File: src/rtl/chop_pkg.sv
package chop_pkg;

    typedef enum logic [2:0] {
        ST_COAST = 3'd0,
        ST_DRIVE = 3'd1,
        ST_FAST  = 3'd2,
        ST_GAP   = 3'd3,
        ST_SLOW  = 3'd4
    } chop_state_e;

    typedef struct packed {
        chop_state_e state;
        logic        dir;
        logic        rect;
    } chop_regs_t;

    typedef struct packed {
        logic hs_a;
        logic hs_b;
        logic ls_a;
        logic ls_b;
    } gate_set_t;

endpackage

File: src/rtl/chop_span_timer.sv
module chop_span_timer #(
    parameter int CW = 8
) (
    input  logic          clk,
    input  logic          rst_n,
    input  logic          restart_i,
    input  logic [CW-1:0] limit_i,
    output logic          last_o
);
    logic [CW-1:0] cnt_d, cnt_q;

    always_comb begin
        cnt_d = restart_i ? '0 : cnt_q + CW'(1);
    end

    always_ff @(posedge clk or negedge rst_n) begin
        if (!rst_n) cnt_q <= '0;
        else        cnt_q <= cnt_d;
    end

    assign last_o = (cnt_q == limit_i - CW'(1));
endmodule

File: src/rtl/chop_blanker.sv
module chop_blanker #(
    parameter int BLANK_CYC = 250
) (
    input  logic clk,
    input  logic rst_n,
    input  logic load_i,
    output logic active_o
);
    localparam int BW = $clog2(BLANK_CYC + 1);

    logic [BW-1:0] left_d, left_q;

    always_comb begin
        left_d = left_q;
        if (load_i)              left_d = BW'(BLANK_CYC);
        else if (left_q != '0)   left_d = left_q - BW'(1);
    end

    always_ff @(posedge clk or negedge rst_n) begin
        if (!rst_n) left_q <= '0;
        else        left_q <= left_d;
    end

    assign active_o = (left_q != '0);
endmodule

File: src/rtl/chop_gate_map.sv
module chop_gate_map
    import chop_pkg::*;
(
    input  chop_state_e state_i,
    input  logic        dir_i,
    input  logic        rect_i,
    output gate_set_t   gates_o
);
    always_comb begin
        gates_o = '0;
        case (state_i)
            ST_DRIVE: begin
                gates_o.hs_a = dir_i;
                gates_o.ls_b = dir_i;
                gates_o.hs_b = !dir_i;
                gates_o.ls_a = !dir_i;
            end
            ST_FAST: begin
                gates_o.hs_b = rect_i && dir_i;
                gates_o.ls_a = rect_i && dir_i;
                gates_o.hs_a = rect_i && !dir_i;
                gates_o.ls_b = rect_i && !dir_i;
            end
            ST_SLOW: begin
                gates_o.ls_a = rect_i;
                gates_o.ls_b = rect_i;
            end
            default: gates_o = '0;
        endcase
    end
endmodule

File: src/rtl/mixdecay_chopper.sv
module mixdecay_chopper
    import chop_pkg::*;
#(
    parameter int OFF_CYC   = 7500,
    parameter int BLANK_CYC = 250,
    parameter int DEAD_CYC  = 150
) (
    input  logic       clk,
    input  logic       rst_n,
    input  logic       en_i,
    input  logic       phase_i,
    input  logic       cmp_i,
    input  logic       zero_i,
    output logic       hs_a_o,
    output logic       hs_b_o,
    output logic       ls_a_o,
    output logic       ls_b_o,
    output logic [2:0] state_o
);
    localparam int FAST_CYC = (OFF_CYC * 301 + 500) / 1000;
    localparam int SLOW_CYC = OFF_CYC - FAST_CYC - DEAD_CYC;
    localparam int CW       = $clog2(OFF_CYC + 1);

    chop_regs_t    q, d;
    logic          blank_act, span_last, span_restart, blank_load;
    logic [CW-1:0] span_limit;
    gate_set_t     gates;

    always_comb begin
        case (q.state)
            ST_FAST: span_limit = CW'(FAST_CYC);
            ST_GAP:  span_limit = CW'(DEAD_CYC);
            ST_SLOW: span_limit = CW'(SLOW_CYC);
            default: span_limit = CW'(OFF_CYC);
        endcase
    end

    always_comb begin
        d = q;
        if (!en_i) begin
            d.state = ST_COAST;
            d.rect  = 1'b1;
        end else begin
            case (q.state)
                ST_COAST: begin
                    d.state = ST_DRIVE;
                    d.dir   = phase_i;
                end
                ST_DRIVE: begin
                    if (cmp_i && !blank_act) begin
                        d.state = ST_FAST;
                        d.rect  = 1'b1;
                    end
                end
                ST_FAST: begin
                    if (zero_i)    d.rect  = 1'b0;
                    if (span_last) d.state = ST_GAP;
                end
                ST_GAP: begin
                    if (zero_i)    d.rect  = 1'b0;
                    if (span_last) d.state = ST_SLOW;
                end
                ST_SLOW: begin
                    if (zero_i) d.rect = 1'b0;
                    if (span_last) begin
                        d.state = ST_DRIVE;
                        d.dir   = phase_i;
                    end
                end
                default: d.state = ST_COAST;
            endcase
        end
    end

    always_ff @(posedge clk or negedge rst_n) begin
        if (!rst_n) q <= '{state: ST_COAST, dir: 1'b1, rect: 1'b1};
        else        q <= d;
    end

    assign span_restart = (d.state != q.state);
    assign blank_load   = (d.state == ST_DRIVE) && (q.state != ST_DRIVE);

    chop_span_timer #(.CW(CW)) i_span (
        .clk       (clk),
        .rst_n     (rst_n),
        .restart_i (span_restart),
        .limit_i   (span_limit),
        .last_o    (span_last)
    );

    chop_blanker #(.BLANK_CYC(BLANK_CYC)) i_blank (
        .clk      (clk),
        .rst_n    (rst_n),
        .load_i   (blank_load),
        .active_o (blank_act)
    );

    chop_gate_map i_map (
        .state_i (q.state),
        .dir_i   (q.dir),
        .rect_i  (q.rect),
        .gates_o (gates)
    );

    assign hs_a_o  = gates.hs_a;
    assign hs_b_o  = gates.hs_b;
    assign ls_a_o  = gates.ls_a;
    assign ls_b_o  = gates.ls_b;
    assign state_o = q.state;

    AST_LEG_A_EXCL: assert property (@(posedge clk) disable iff (!rst_n)
        !(hs_a_o && ls_a_o));
    AST_LEG_B_EXCL: assert property (@(posedge clk) disable iff (!rst_n)
        !(hs_b_o && ls_b_o));
    AST_COAST_NEXT: assert property (@(posedge clk) disable iff (!rst_n)
        !en_i |=> (state_o == 3'd0 && gates == '0));
    AST_BLANK_HOLD: assert property (@(posedge clk) disable iff (!rst_n)
        (en_i && q.state == ST_DRIVE && blank_act) |=> q.state == ST_DRIVE);
    AST_TRIP_FAST: assert property (@(posedge clk) disable iff (!rst_n)
        (en_i && q.state == ST_DRIVE && !blank_act && cmp_i) |=> q.state == ST_FAST);
    AST_FAST_TO_GAP: assert property (@(posedge clk) disable iff (!rst_n)
        (en_i && q.state == ST_FAST && span_last) |=> q.state == ST_GAP);
    AST_GAP_OFF: assert property (@(posedge clk) disable iff (!rst_n)
        q.state == ST_GAP |-> gates == '0);
    AST_RECT_CUT: assert property (@(posedge clk) disable iff (!rst_n)
        (en_i && zero_i && (q.state == ST_FAST || q.state == ST_GAP || q.state == ST_SLOW)
         && d.state != ST_DRIVE) |=> gates == '0);
    AST_DIR_HELD: assert property (@(posedge clk) disable iff (!rst_n)
        (q.state == ST_FAST || q.state == ST_GAP) |=> $stable(q.dir));
endmodule

File: config.mk
export PLATFORM = sky130hd
export DESIGN_NAME = mixdecay_chopper
export DESIGN_NICKNAME = d
export VERILOG_FILES = /design/src/rtl/chop_pkg.sv /design/src/rtl/chop_span_timer.sv /design/src/rtl/chop_blanker.sv /design/src/rtl/chop_gate_map.sv /design/src/rtl/mixdecay_chopper.sv
export SDC_FILE = /design/constraint.sdc
export NUM_CORES = 1
export LEC_CHECK = 0
export BUFFER_PORTS_ARGS = -buffer_cell sky130_fd_sc_hd__buf_2
export CAP_MARGIN = 20
export CORE_MARGIN = 4
export CORE_UTILIZATION = 50
export CTS_CLUSTER_DIAMETER = 120
export CTS_CLUSTER_SIZE = 20
export DETAILED_ROUTE_END_ITERATION = 8
export PLACE_DENSITY = 0.71
export SLEW_MARGIN = 10
export SYNTH_ARGS = -nofsm -noshare
export SYNTH_HDL_FRONTEND = slang
export SYNTH_SLANG_ARGS = --single-unit
File: constraint.sdc
create_clock -name clk -period 2.6 [get_ports clk]
set_input_delay 0.26 -clock clk [delete_from_list [all_inputs] [get_ports clk]]
set_output_delay 0.26 -clock clk [all_outputs]
set_load 0.02 [all_outputs]
Yosys cells after proc, flatten, opt, wreduce, memory -nomap -nowiden
Index checks and enable logic that the tools add are counted.

Register bits: 26. Bits in latches: 0. Memory bits (writable): 0. ROM bits: 0. Input bits: 6. Output and inout bits: 7. Logic and storage cells: 50. Memories: 0.

$add $sub $neg: 3. Multipliers: 0. Divide/modulo/power cells: 0. Order comparisons: 0. Equality and inequality tests: 12. Shift-type cells: 0. Mux-type cells: 17. Bitwise gates (word level): 0. Reductions and logical operators: 13.

Operator list (count): $pmux 13 s3 (1); $mux 8 (2); $pmux 3 s5 (1); $add 13x1->13 const B (1); $eq 13x13->1 (1); $mux 13 (1); $sub 13x1->13 const B (1); $mux 3 (4); $reduce_bool 8->1 (1); $sub 8x1->8 const B (1); $eq 3x1->1 const B (2); $eq 3x2->1 const B (2); $ne 3x2->1 const B (2); $pmux 2 s3 (1); $reduce_and 3->1 (2); $logic_and 1x1->1 (4); $mux 4 (1); $pmux 1 s2 (2); $pmux 2 s2 (1); $reduce_bool 2->1 (2); $eq 3x3->1 const B (1); $logic_not 3->1 (1); $mux 1 (3); $ne 3x1->1 const B (1); other kinds (5) (6).

Depth between registers and ports, before layout
Gate-level depths: netlist of the first run.

Word-level depth: 10. Gate-level depth with buffers: 11. Gate-level depth less buffers: 10.

Hierarchy
From an unflattened synthesis of the first run, not the netlist that was laid out.

Cells, all modules: 239. Area, all modules: 2065.7 µm².

Modules (own cells, without submodules): chop_span_timer (times used 1, cells each 128, area each 1068.5 µm², seq. area each 325.3 µm²); chop_blanker (times used 1, cells each 48, area each 475.5 µm², seq. area each 200.2 µm²); mixdecay_chopper (times used 1, cells each 50, area each 402.9 µm², seq. area each 127.6 µm²); chop_gate_map (times used 1, cells each 13, area each 118.9 µm², seq. area each 0.0 µm²).

Worst setup path before layout of the first run
OpenSTA, ideal clock, no wires.

Path type: register -> register. From: register q (netlist bit state_o[0]). To: register q[1] (netlist bit). Setup time: 0.085 ns. Arrival: 2.447 ns. Data required time: 2.515 ns. Path slack: 0.068 ns. Cell stages (with the launch flop): 10. Buffers on the path: 1. Period minus slack after synthesis: 2.532 ns. Cells stage by stage: dfrtp_1 > clkbuf_1 > nor2_1 > ha_1 > xor2_2 > or2_1 > o221ai_2 > a41oi_2 > nor2_4 > mux2_1.

Word-level cells in the longest chain between the ends: 6. Elaborated cells between the ends (all ways): 11. Those cells by class: add/sub: 1; eq/ne: 5; mux: 2; reduce/logical: 3.

Ends and longest elaborated chain: from (decl) (RTL line mixdecay_chopper.sv:24) `chop_regs_t q, d;`; from (signal assigned) (RTL line mixdecay_chopper.sv:76) `if (!rst_n) q <= '{state: ST_COAST, dir: 1'b1, rect: 1'b1};`; $eq 3x3->1 or $eq 3x2->1 (tied branches) (RTL line mixdecay_chopper.sv:30, mixdecay_chopper.sv:44); $pmux 13 s3 (RTL line mixdecay_chopper.sv:30) `case (q.state)`; $sub 13x1->13 (RTL line chop_span_timer.sv:21) `assign last_o = (cnt_q == limit_i - CW'(1));`; $eq 13x13->1 (RTL line chop_span_timer.sv:21); $ne 2x2->1 (no source line); $reduce_and 3->1 (no source line).

Several ways; a longest one is shown, not always the timed one. A chain may end at the register's enable or synchronous reset.

Worst setup path after layout of the first run
From: register q (netlist bit state_o[2]). To: register i_blank.left_q[1].

Word-level cells in the longest chain between the ends: 10. Elaborated cells between the ends (all ways): 19. Those cells by class: add/sub: 1; eq/ne: 7; mux: 8; reduce/logical: 3.

Ends and longest elaborated chain: $eq 3x3->1 or $eq 3x2->1 (tied branches) (RTL line mixdecay_chopper.sv:30, mixdecay_chopper.sv:44); $pmux 13 s3 (RTL line mixdecay_chopper.sv:30); $sub 13x1->13 (RTL line chop_span_timer.sv:21); $eq 13x13->1 (RTL line chop_span_timer.sv:21); $mux 4 (tied with other cells) (RTL line mixdecay_chopper.sv:65) `if (span_last) begin`; $pmux 3 s5 (RTL line mixdecay_chopper.sv:44) `case (q.state)`; $mux 3 (RTL line mixdecay_chopper.sv:40) `if (!en_i) begin`; $eq 3x1->1 (RTL line mixdecay_chopper.sv:81) `assign blank_load = (d.state == ST_DRIVE) && (q.state != ST_DRIVE);`; $logic_and 1x1->1 (*) (RTL line mixdecay_chopper.sv:81); $mux 8 or $reduce_bool 2->1 (tied branches); to (signal assigned) (RTL line chop_blanker.sv:21) `else left_q <= left_d;`; to (decl) (RTL line chop_blanker.sv:11) `logic [BW-1:0] left_d, left_q;`.

Mark *: on every way between the ends. The rest lies on a longest branch, timed or not. The select of a mux whose other input is x is not followed.

==> results of run 1 <==
## cell usage after synthesis (4+ instances only)
cell type / number / share of area, %
nor3_1: 16 / 4.5
xor2_1: 8 / 4.0
clkbuf_1: 4 / 0.85
and3_1: 5 / 1.8
a21oi_1: 9 / 2.6
nor2_1: 15 / 3.2
xnor2_1: 9 / 4.5
nand2_1: 17 / 3.6
dfrtp_1: 24 / 34
nand3_1: 10 / 2.8
nor2b_1: 4 / 1.4
nand2b_1: 4 / 1.4
o21ai_0: 7 / 2.0
inv_1: 10 / 2.1
nor3b_1: 4 / 1.7
## state kept, by name, indices dropped and copies added, names as in the netlist
register and flops:
i_blank.left_q 8, state_o 3, i_span.cnt_q 13, q 2
## worst reg2reg max path, stage by stage (launching register included)
cell      delay, ns
dfrtp_1        0.44
nor2b_4        0.17
inv_1          0.10
nor2_1         0.12
ha_2           0.25
xor2_4         0.19
mux2i_1        0.25
o221ai_2       0.16
a41oi_2        0.29
or2_1          0.28
o211ai_2       0.12
## cells by family (layout without fill, tap and decap cells)
family | count (synthesis) | in the layout
AOI/OAI and AO/OA | 33 | 33
xor gates and xnor gates | 18 | 18
adders and majority gates | 3 | 3
buffers and inverters | 19 | 34
DFF | 26 | 26
muxes | 5 | 5
and+or+nand+nor | 94 | 94
## final cells by class
cell class,instances,area (sq um)
timing repair buffer,20,135.1
clock buffer,3,22.52
tap,46,57.56
clock inverter,1,30.03
fill,312,1386
multi-input combinational,153,1041
sequential,26,653.1
inverter,10,37.54
## report_power, final
| part | leakage [nW] | internal, W | total (W) | switching (W) |
|---|---|---|---|---|
| Sequential | 0.321 | 0.000449 | 0.000508 | 0.0000584 |
| Clock | 0.0279 | 0.000156 | 0.000275 | 0.000120 |
| Combinational | 0.466 | 0.0000952 | 0.000201 | 0.000106 |
## metal layers
metal	GRT usage, %	up-vias	share of wire (%)	routed length, um
met5	0	-	0	0
met4	6.835	0	1.2	44
met3	2.662	8	5.1	190
met2	31.17	51	48	1768
met1	24.53	734	46	1715
li1	-	733	-	-
## per-stage QoR
stage	area, sq um	instances
final	1977	259
after global routing	1977	259
after CTS	1951	258
after detailed placement	1886	253
after global placement	1886	253
after floorplan	1763	198
## worst paths after layout
kind | endpoint | slack (ns) | cells after the start
setup / recovery | i_blank.left_q[1] | 0.14 | 10
hold / removal | q[1] | 0.17 | 2
setup reg to reg | i_blank.left_q[1] | 0.14 | 10
hold reg to reg | i_span.cnt_q[0] | 0.56 | 1
max in group asynchronous | q[1] | 1.77 | 2
min in group asynchronous | i_span.cnt_q[0] | 0.45 | 2
## repair_timing
item / in CTS / in global routing
setup endpoints to repair: 15 / 21
pin swaps: 0 / 1
hold buffers: 1 / 0
resized for setup: 1 / 3
setup buffers: 0 / 1
endpoints found under the hold margin: 24 / 0
==> impl_results.md, run 1 <==
- Synth Area per Inst: 8.904 sq um
- GRT Total Usage: 18.68%
- Number of distinct library cells after synthesis: 49
- Critical path origin: state_o[2]
- Crit-path max cell delay: 0.44 ns
- Critical Path End Type: flip-flop
- Final Hold Viols: 0
- Fin Hold WS: 0.1686 ns
- Critical path class: reg -> reg
- Post-Synth Adder-Cell Area: 2.129%
- IO Count: 13
- R2r startpoint: state_o[2]
- Synth Cell Area: 1763 sq um
- Pre-Repair DR Iteration Count: 5
- Rel. slew slack: 61.07%
- PortBufs: 12
- Number of global-route vias before repair: 1,485
- Initial Util: 52.42%
- Most common cell after layout, fill and taps aside: dfrtp_1
- Clk root buf: clkbuf_4
- Worst hold start: phase_i
- Detailed Route WL: 3718 um
- Syn Nets: 207
- Post-Synthesis Cells: 198
- Least-Margin Pin Slew: 0.5839 ns
- Worst path bufs/invs: 1
- Commonest non-fill, non-tap cells in the layout: dfrtp_1, nand2_1, nor3_1, nor2_1, buf_2
- Die footprint: 4540 sq um
- CP Launch Type: flip-flop
- ANT nets after route: 0
- Setup tns final: 0 ns
- First-pass GRT wire length: 6630 um
- Leakage: 0.8147 nW
- EDFF count, synth: 0
- Compound-Gate Fraction of Synth Area: 13.84%
- Placer Congestion: 0.9043
- Status: finished clean
- CP max FO: 6
- Share of cells above drive strength 1: 19.72%
- Fin util: 58.78%
- Peak VDD IR: 0.0002461 V
- CP arrival: 2.68 ns
- Area grow syn2layout: 12.14%
- Ys async rst share: 100.0%
- Setup violations, final: 0
- Initial antenna violation count: 0
- Nets: 223
- Ant diodes: 0
- Via density: 5.892
- Clk sinks: 26
- DR WL/cell: 14.36 um
- DR vias: 1,526
- Total congestion overflow: 0
- CTS tree: yes
- CP top delay family: compound AO/OA/AOI/OAI gates
- Post-synthesis register bit count: 26
- CTS Buffer Depth: 2
- Final WS setup: 0.1371 ns
- Largest net degree at the start of global routing: 27
- Fmax: 0.4060 GHz
- Seq/Total Area, Yosys: 37.05%
- Iteration-0 DRC Markers: 109
- Core Area: 3363 sq um
- Clock Latency Late Sink: 0.32 ns
- Clock transition at path regs: 0.14 ns
- Die extent in x: 67.38 um
- Chip height: 67.38 um
- Synth Warn #: 0
- Row cnt: 21
- DRC viols: 0
- Post-synthesis xor/xnor area fraction: 9.368%
- Largest family of logic cells by synthesized area: simple AND/OR/NAND/NOR gates
- Ys flop type: dfrtp_1
- Worst-path cell chain: nor2b_4 -> inv_1 -> nor2_1 -> ha_2 -> xor2_4 -> mux2i_1 -> o221ai_2 -> a41oi_2 -> or2_1 -> o211ai_2
- Final min period: 2.463 ns
- CTS H-tree depth: 1
- Post-synthesis mux area share: 3.052%
- Hold Crit Class: in -> reg
- Final period util: 94.73%
- Maxcap violations: 0
- Power density cells: 497.9 nW/um^2
- Clock skew: 0.003409 ns
- Num CTS Buffers: 3
- WP data required: 2.81 ns
- Max Slew Vio Count: 0
- DP HPWL: 2751 um
- Total power: 0.0009843 W
- Post-synthesis simple-gate area fraction: 29.45%
- Pre-CTS setup slack: -0.03231 ns
- Slowest CP cell: dfrtp_1
Note: power is estimated with default switching activity, not from simulation.
==> run 2, diff against run 1 <==
--- a/config.mk
+++ b/config.mk
@@ -5,6 +5,7 @@
 export SDC_FILE = /design/constraint.sdc
 export NUM_CORES = 1
 export LEC_CHECK = 0
+export ABC_AREA = 1
 export BUFFER_PORTS_ARGS = -buffer_cell sky130_fd_sc_hd__buf_2
 export CAP_MARGIN = 20
 export CORE_MARGIN = 4
==> run 2 against run 1 <==
Non-clock buffer count shrank 1; worst setup slack better by 0.13 ns; largest power group unchanged; fmax up 5.7%; die area down 4.8%; synthesized cell count rose by 20%; via count fell by 1.9%; total power is 4.2% lower; sequential power down 5.3%.
==> impl_results.md, run 2 <==
- Leakage: 0.9344 nW
- Setup Buffers After CTS: 0
- Most Frequent Cell on Critical Path: nand2_1
- Slowest CP cell: dfrtp_1
- Detailed Route WL: 3349 um
- CP Launch Type: flip-flop
- Top reg by flops: i_span.cnt_q
- Total congestion overflow: 0
- Worst-path cell chain: inv_2 -> nand2_4 -> nor2_2 -> ha_1 -> nand2_1 -> nand2_1 -> nor2_1 -> nand3_1 -> nor2_2 -> nand3_2 -> nand2_1 -> nand2_1 -> nand3_1 -> nand2_1 -> nor2_4 -> nand2_4 -> nor2_2
- Least-Margin Pin Slew: 0.5826 ns
- Cell taking the most area after synthesis: dfrtp_1
- CP top delay family: simple AND/OR/NAND/NOR gates
- DR vias: 1,497
- Number of distinct library cells after synthesis: 28
- CTS Buffer Depth: 2
- Crit-path max cell delay: 0.42 ns
- Net Sw Frac: 28.69%
- Pre-Repair DR Iteration Count: 4
- Commonest non-fill, non-tap cells in the layout: nand2_1, inv_1, dfrtp_1, nand3_1, nor2_1
- ANT nets after route: 0
- Post-Synth Adder-Cell Area: 2.252%
- Core Area: 3128 sq um
- IO Count: 13
- Ys async rst share: 100.0%
- Setup crit end: i_span.cnt_q[7]
- Post-synthesis xor/xnor area fraction: 5.255%
- EDFF count, synth: 0
- Int Pwr: 0.0006725 W
- Seq/Total Area, Yosys: 39.19%
- Worst reg2reg setup slack: 0.27 ns
- Compound-Gate Fraction of Synth Area: 4.429%
- Ys flop type: dfrtp_1
- RR Endpoint: i_span.cnt_q[7]
- Unrepaired setup endpoints after global routing: false
- DR WL/cell: 11.09 um
- Fmax: 0.4293 GHz
- Post-synthesis simple-gate area fraction: 39.34%
- Top cells by area, synth: dfrtp_1, nand2_1, inv_1, nand3_1, nor2_1
- Setup tns final: 0 ns
- Iteration-0 DRC Markers: 121
- Syn Nets: 246
- Reg2reg path depth: 17
- Via density: 4.957
- Ant diodes: 0
- Post-synthesis mux area share: 0%
- Critical path origin: state_o[2]
- Hold Path Cell Cnt: 3
- Critical Path End Type: flip-flop
- Initial antenna violation count: 0
- GR Util met1: 25.24%
- Hold Crit Class: in -> reg
- R2r startpoint: state_o[2]
- Sw power: 0.0002706 W
- Synth Cell Area: 1667 sq um
- Clock power share: 29.3%
- GRT Total Usage: 16.96%
- Yosys top cell area share: 36.04%
- CP Depth: 17
- Power share of the combinational group: 19.7%
- Placer Congestion: 0.8350
- Final min period: 2.329 ns
- WP data required: 2.86 ns
- Num CTS Buffers: 3
- Synth Warn #: 0
- Clock Latency Late Sink: 0.32 ns
- Final Hold Viols: 0
- Largest family of logic cells by synthesized area: simple AND/OR/NAND/NOR gates
- Post-synthesis register bit count: 26
- Placed inst area: 1807 sq um
- DP HPWL: 2442 um
- Chip height: 65.74 um
- Die extent in x: 65.74 um
- Rel. slew slack: 61.16%
- Largest register FFs: 13
- First-pass GRT wire length: 5775 um
- Clk sinks: 26
- Status: finished clean
- Area grow syn2layout: 14.34%
- Reg power frac: 51.0%
- Nets: 268
- Gr busiest metal: met1
- Post-Synthesis Cells: 237
- Critical path class: reg -> reg
- Peak VDD IR: 0.0003770 V
- Clock transition at path regs: 0.15 ns
- Maxcap violations: 0
- Share of cells above drive strength 1: 18.99%
- CP arrival: 2.59 ns
- Clock skew: 0.009553 ns
- Commonest cells in the netlist: nand2_1, inv_1, dfrtp_1, nor2_1, nand3_1
- Initial Util: 53.28%
- DRC viols: 0
- Met2 global-route usage: 25.03%
- Worst path bufs/invs: 1
- Row cnt: 20
- Number of global-route vias before repair: 1,293
- Synth Area per Inst: 7.032 sq um
- Met3 GRT Util: 2.564%
- Setup violations, final: 0
- Die footprint: 4321 sq um
- Most common cell after layout, fill and taps aside: nand2_1
- Final Cell Area: 1906 sq um
- Clk root buf: clkbuf_4
- Power density cells: 494.9 nW/um^2
- CP max FO: 8
- PortBufs: 12
- CTS tree: yes
- Count leader, synth: nand2_1
- Largest net degree at the start of global routing: 27
- Final period util: 89.58%
- CTS H-tree depth: 1
- Max Slew Vio Count: 0
[run 2: cell types whose count changed after synthesis, moves of 4 or more]
cell      previous run  this run
nand2_1             17        70
inv_1               10        36
nor3_1              16         2
nand3_1             10        22
nor2_2               0        12
nor2_1              15        24
xnor2_1              9         1
and3_1               5         0
a21oi_1              9         5
nand2_2              0         4
nand2b_1             4         0
nor2b_1              4         0
nor3b_1              4         0
[run 2: logic make-up (layout without fill, tap and decap cells)]
logic type | after synthesis | count (layout)
buffers and inverters | 40 | 60
adder cells (fa/ha/maj) | 3 | 3
AND/OR/NAND/NOR | 145 | 146
XOR/XNOR | 10 | 10
flip-flops | 26 | 26
AO/OA/AOI/OAI | 13 | 13
[run 2: worst min-delay path by stage]
stage / start / end
after floorplan: rst_n / i_blank.left_q[0]
after global placement: rst_n / i_blank.left_q[3]
after detailed placement: rst_n / i_blank.left_q[3]
after CTS: phase_i / q[1]
after global routing: phase_i / q[1]
final: phase_i / q[1]
[run 2: stage by stage]
step	cells	util (%)	total power (W)	hold WS [ns]	setup WS, ns
floorplan	237	-	0.0006207	-0.03559	0.1017
global placement	296	57.76	0.0006662	0.2957	0.1846
detailed placement	296	57.76	0.0006666	0.2911	0.09621
CTS	301	59.76	0.0009474	0.1529	0.06726
global route	302	60.92	0.001005	0.1710	0.01138
finish	302	60.92	0.0009431	0.1630	0.2709
[run 2: routing by layer]
| layer | routed length, um | share of wire [%] | vias to the layer above |
|---|---|---|---|
| li1 | - | - | 780 |
| met1 | 1682 | 50 | 665 |
| met2 | 1452 | 43 | 50 |
| met3 | 192 | 5.7 | 2 |
| met4 | 21 | 0.63 | 0 |
| met5 | 0 | 0 | - |
[run 2: repair_timing]
| action | in CTS | in global routing |
|---|---|---|
| hold buffers | 1 | 0 |
| hold endpoints to repair | 24 | 0 |
| gates resized for setup | 0 | 8 |
| endpoints found under the setup margin | 0 | 13 |
[run 2: final cells by class]
cell class                 instances  area (sq um)
fill                             294          1222
sequential                        26         653.1
clock buffer                       3         22.52
inverter                          37         138.9
multi-input combinational        172         890.9
clock inverter                     1         30.03
timing repair buffer              19         115.1
tap                               44         55.05
[run 2: worst min-delay path: stages]
cell     delay, ns
buf_2         0.08
o21ai_0       0.07
inv_1         0.05
[run 2: power groups by stage]
stage / registers [W] / clock network (W) / logic, W
after floorplan: 0.000482 / 0 / 0.000138
after global placement: 0.000488 / 0 / 0.000178
after detailed placement: 0.000489 / 0 / 0.000178
after CTS: 0.000481 / 0.000286 / 0.000180
after global routing: 0.000488 / 0.000306 / 0.000210
final: 0.000481 / 0.000276 / 0.000186
==> run 3, diff against run 2 <==
--- a/config.mk
+++ b/config.mk
@@ -13,8 +13,9 @@
 export CTS_CLUSTER_DIAMETER = 120
 export CTS_CLUSTER_SIZE = 20
 export DETAILED_ROUTE_END_ITERATION = 8
-export PLACE_DENSITY = 0.71
+export PLACE_DENSITY = 0.8
 export SLEW_MARGIN = 10
 export SYNTH_ARGS = -nofsm -noshare
 export SYNTH_HDL_FRONTEND = slang
+export SYNTH_HIERARCHICAL = 1
 export SYNTH_SLANG_ARGS = --single-unit
==> run 3 against run 2 <==
The flow now finishes with violations (setup timing); count of clock-buffer cells in the layout increased by 1; cell count up 42%; largest cell class unchanged; non-clock buffer count up 29; routed wire length increased by 56%; clock power fell by 4%; sequential share of layout area decreased by 11 points; global-route usage is 3.6 points higher; total power up 10%; sequential power is 2% higher; register-to-register slack got worse by 0.49 ns; first-iteration DRC count is 64% higher; flip-flop and latch count stayed put.
==> impl_results.md, run 3 <==
- Power density cells: 375.0 nW/um^2
- Top reg by flops: i_span/cnt_q
- Initial Util: 52.94%
- CTS H-tree depth: 1
- Number of distinct library cells after synthesis: 31
- Max Slew Vio Count: 0
- Num CTS Buffers: 3
- Commonest cells in the netlist: nand2_1, inv_1, nor2_1, nand3_1, dfrtp_1
- Largest register FFs: 13
- Number of global-route vias before repair: 1,970
- Detailed Route WL: 5239 um
- Peak VDD IR: 0.0003288 V
- Unrepaired setup endpoints after global routing: true
- DRC viols: 0
- Iteration-0 DRC Markers: 199
- Clock transition at path regs: 0.09 ns
- Synth Cell Area: 2163 sq um
- Fin util: 67.82%
- Placer Congestion: 0.9223
- Final Cell Area: 2771 sq um
- Status: finished, violations left
- Count leader, synth: nand2_1
- DR vias: 2,209
- Via density: 5.149
- Fmax: 0.3544 GHz
- Critical path class: reg -> reg
- Least-Margin Pin Slew: 0.5820 ns
- GRT Total Usage: 20.55%
- CTS tree: yes
- CP max FO: 7
- Row cnt: 23
- CP Launch Type: flip-flop
- Pre-Repair DR Iteration Count: 5
- Synth Warn #: 6
- Critical Path End Type: flip-flop
- Clk sinks: 26
- Chip height: 73.78 um
- Initial antenna violation count: 0
- DR WL/cell: 12.21 um
- Ant diodes: 0
- WP data required: 2.82 ns
- Seq/Total Area, Yosys: 30.19%
- CP arrival: 3.04 ns
- Final WS setup: -0.2216 ns
- Failing checks: setup timing
- Ys flop type: dfrtp_1
- Clock Latency Late Sink: 0.27 ns
- EDFF count, synth: 0
- Top cells by area, synth: dfrtp_1, nand2_1, nand3_1, inv_1, nor2_1
- DP HPWL: 3738 um
- PortBufs: 12
- Post-synthesis register bit count: 26
- Cell taking the most area after synthesis: dfrtp_1
- Final min period: 2.822 ns
- Leakage: 1.446 nW
- Nets: 390
- Setup violations, final: 21
- Fin Hold WS: 0.2142 ns
- CTS Buffer Depth: 2
- Maxcap violations: 0
- Post-Synthesis Cells: 331
- Rel. slew slack: 61.20%
- Clock skew: 0.003123 ns
- Largest net degree at the start of global routing: 27
- Placed inst area: 2534 sq um
- Final period util: 108.5%
- Die footprint: 5443 sq um
- Ys async rst share: 100.0%
- Area grow syn2layout: 28.11%
- Total congestion overflow: 0
- Commonest non-fill, non-tap cells in the layout: nand2_1, inv_1, nand3_1, nor2_1, buf_4
- Final Hold Viols: 0
- Share of cells above drive strength 1: 34.83%
- Die extent in x: 73.78 um
- Clk root buf: clkbuf_8
- IO Count: 13
- Yosys top cell area share: 27.76%
- Most common cell after layout, fill and taps aside: nand2_1
- # fillers: 320
- First-pass GRT wire length: 8845 um
- Synth Area per Inst: 6.536 sq um
- Core Area: 4086 sq um
- ANT nets after route: 0
- Hold Crit Class: in -> reg
## run 3: changes by cell type in the layout (fill, tap and decap cells not counted), sizes merged, moves of 5 or more
cell	previous run	this run
inv	37	59
xnor2	1	6
nor2	37	58
nand3	23	39
a21oi	5	10
nand2	75	85
buf	18	47
o21ai	4	12
## run 3: critical path, cell delays in order (launching register included)
cell	delay [ns]
dfrtp_2	0.42
inv_2	0.07
nor2_4	0.23
nor2_4	0.10
buf_6	0.14
nor2_4	0.12
nand2_2	0.08
nor2_4	0.15
nand2_1	0.07
nand2_1	0.06
nand2_1	0.06
nor2_2	0.11
nand3_2	0.09
nor2_4	0.12
inv_2	0.06
nand2_1	0.09
buf_4	0.11
nand3_1	0.09
inv_2	0.10
clkinvlp_4	0.20
nand3_4	0.15
nand3_1	0.07
nand2_1	0.06
## run 3: logic make-up after synthesis
group | Yosys count | synth area share [%]
simple gates | 195 | 43.20
buf+inv | 66 | 12.20
flops | 26 | 30.19
compound gates | 24 | 5.841
xor+xnor | 15 | 6.073
fa+ha+maj | 4 | 2.314
other cells | 1 | 0.1733
## run 3: worst paths after layout
path	end	start	slack [ns]	cells after the start
min in group asynchronous	i_blank/left_q[5]	rst_n	0.51	2
worst max-delay path	i_blank/left_q[7]	state_o[1]	-0.22	22
max in group asynchronous	state_o[2]	rst_n	1.67	2
worst max register to register	i_blank/left_q[7]	state_o[1]	-0.22	22
worst min-delay path	q[1]	phase_i	0.21	3
worst min register to register	i_span/cnt_q[0]	i_span/cnt_q[0]	0.50	1
## run 3: where the power goes
part	switching (W)	internal [W]
logic	0.000167	0.000115
registers	0.0000481	0.000445
clock network	0.000129	0.000136
total	0.000344	0.000695
## run 3: through the flow
| step | instances | power [W] | TNS (ns) | setup slack (ns) |
|---|---|---|---|---|
| floorplan | 332 | 0.0006836 | -0.08709 | -0.01944 |
| global placement | 415 | 0.0007377 | -1.984 | -0.1664 |
| detailed placement | 415 | 0.0007476 | -3.940 | -0.2952 |
| CTS | 427 | 0.001034 | -2.208 | -0.1475 |
| global route | 429 | 0.001110 | -9.024 | -0.4866 |
| finish | 429 | 0.001039 | -3.467 | -0.2216 |
## run 3: layout make-up
cell class / count / area (sq um) / area share (%)
multi-input combinational: 240 / 1406 / 50.74
sequential: 26 / 656.9 / 23.70
timing repair buffer: 48 / 355.3 / 12.82
inverter: 61 / 235.2 / 8.488
tap: 50 / 62.56 / 2.257
clock buffer: 4 / 55.05 / 1.986
## run 3: what timing repair did
item	4_1_cts	5_1_grt
hold buffers	1	0
resized for setup	14	16
gates cloned	0	0
buffers inserted	7	3
setup endpoints to repair	20	24
pin swaps	13	8
hold endpoints to repair	24	0
## run 3: per-layer routing
metal / vias up / track usage [%] / part of all wire (%) / routed length (um)
li1: 1114 / - / - / -
met1: 1022 / 28.32 / 46 / 2427
met2: 68 / 33.27 / 47 / 2486
met3: 5 / 2.462 / 5.1 / 269
met4: 0 / 6.841 / 1.0 / 55
met5: - / 0 / 0 / 0
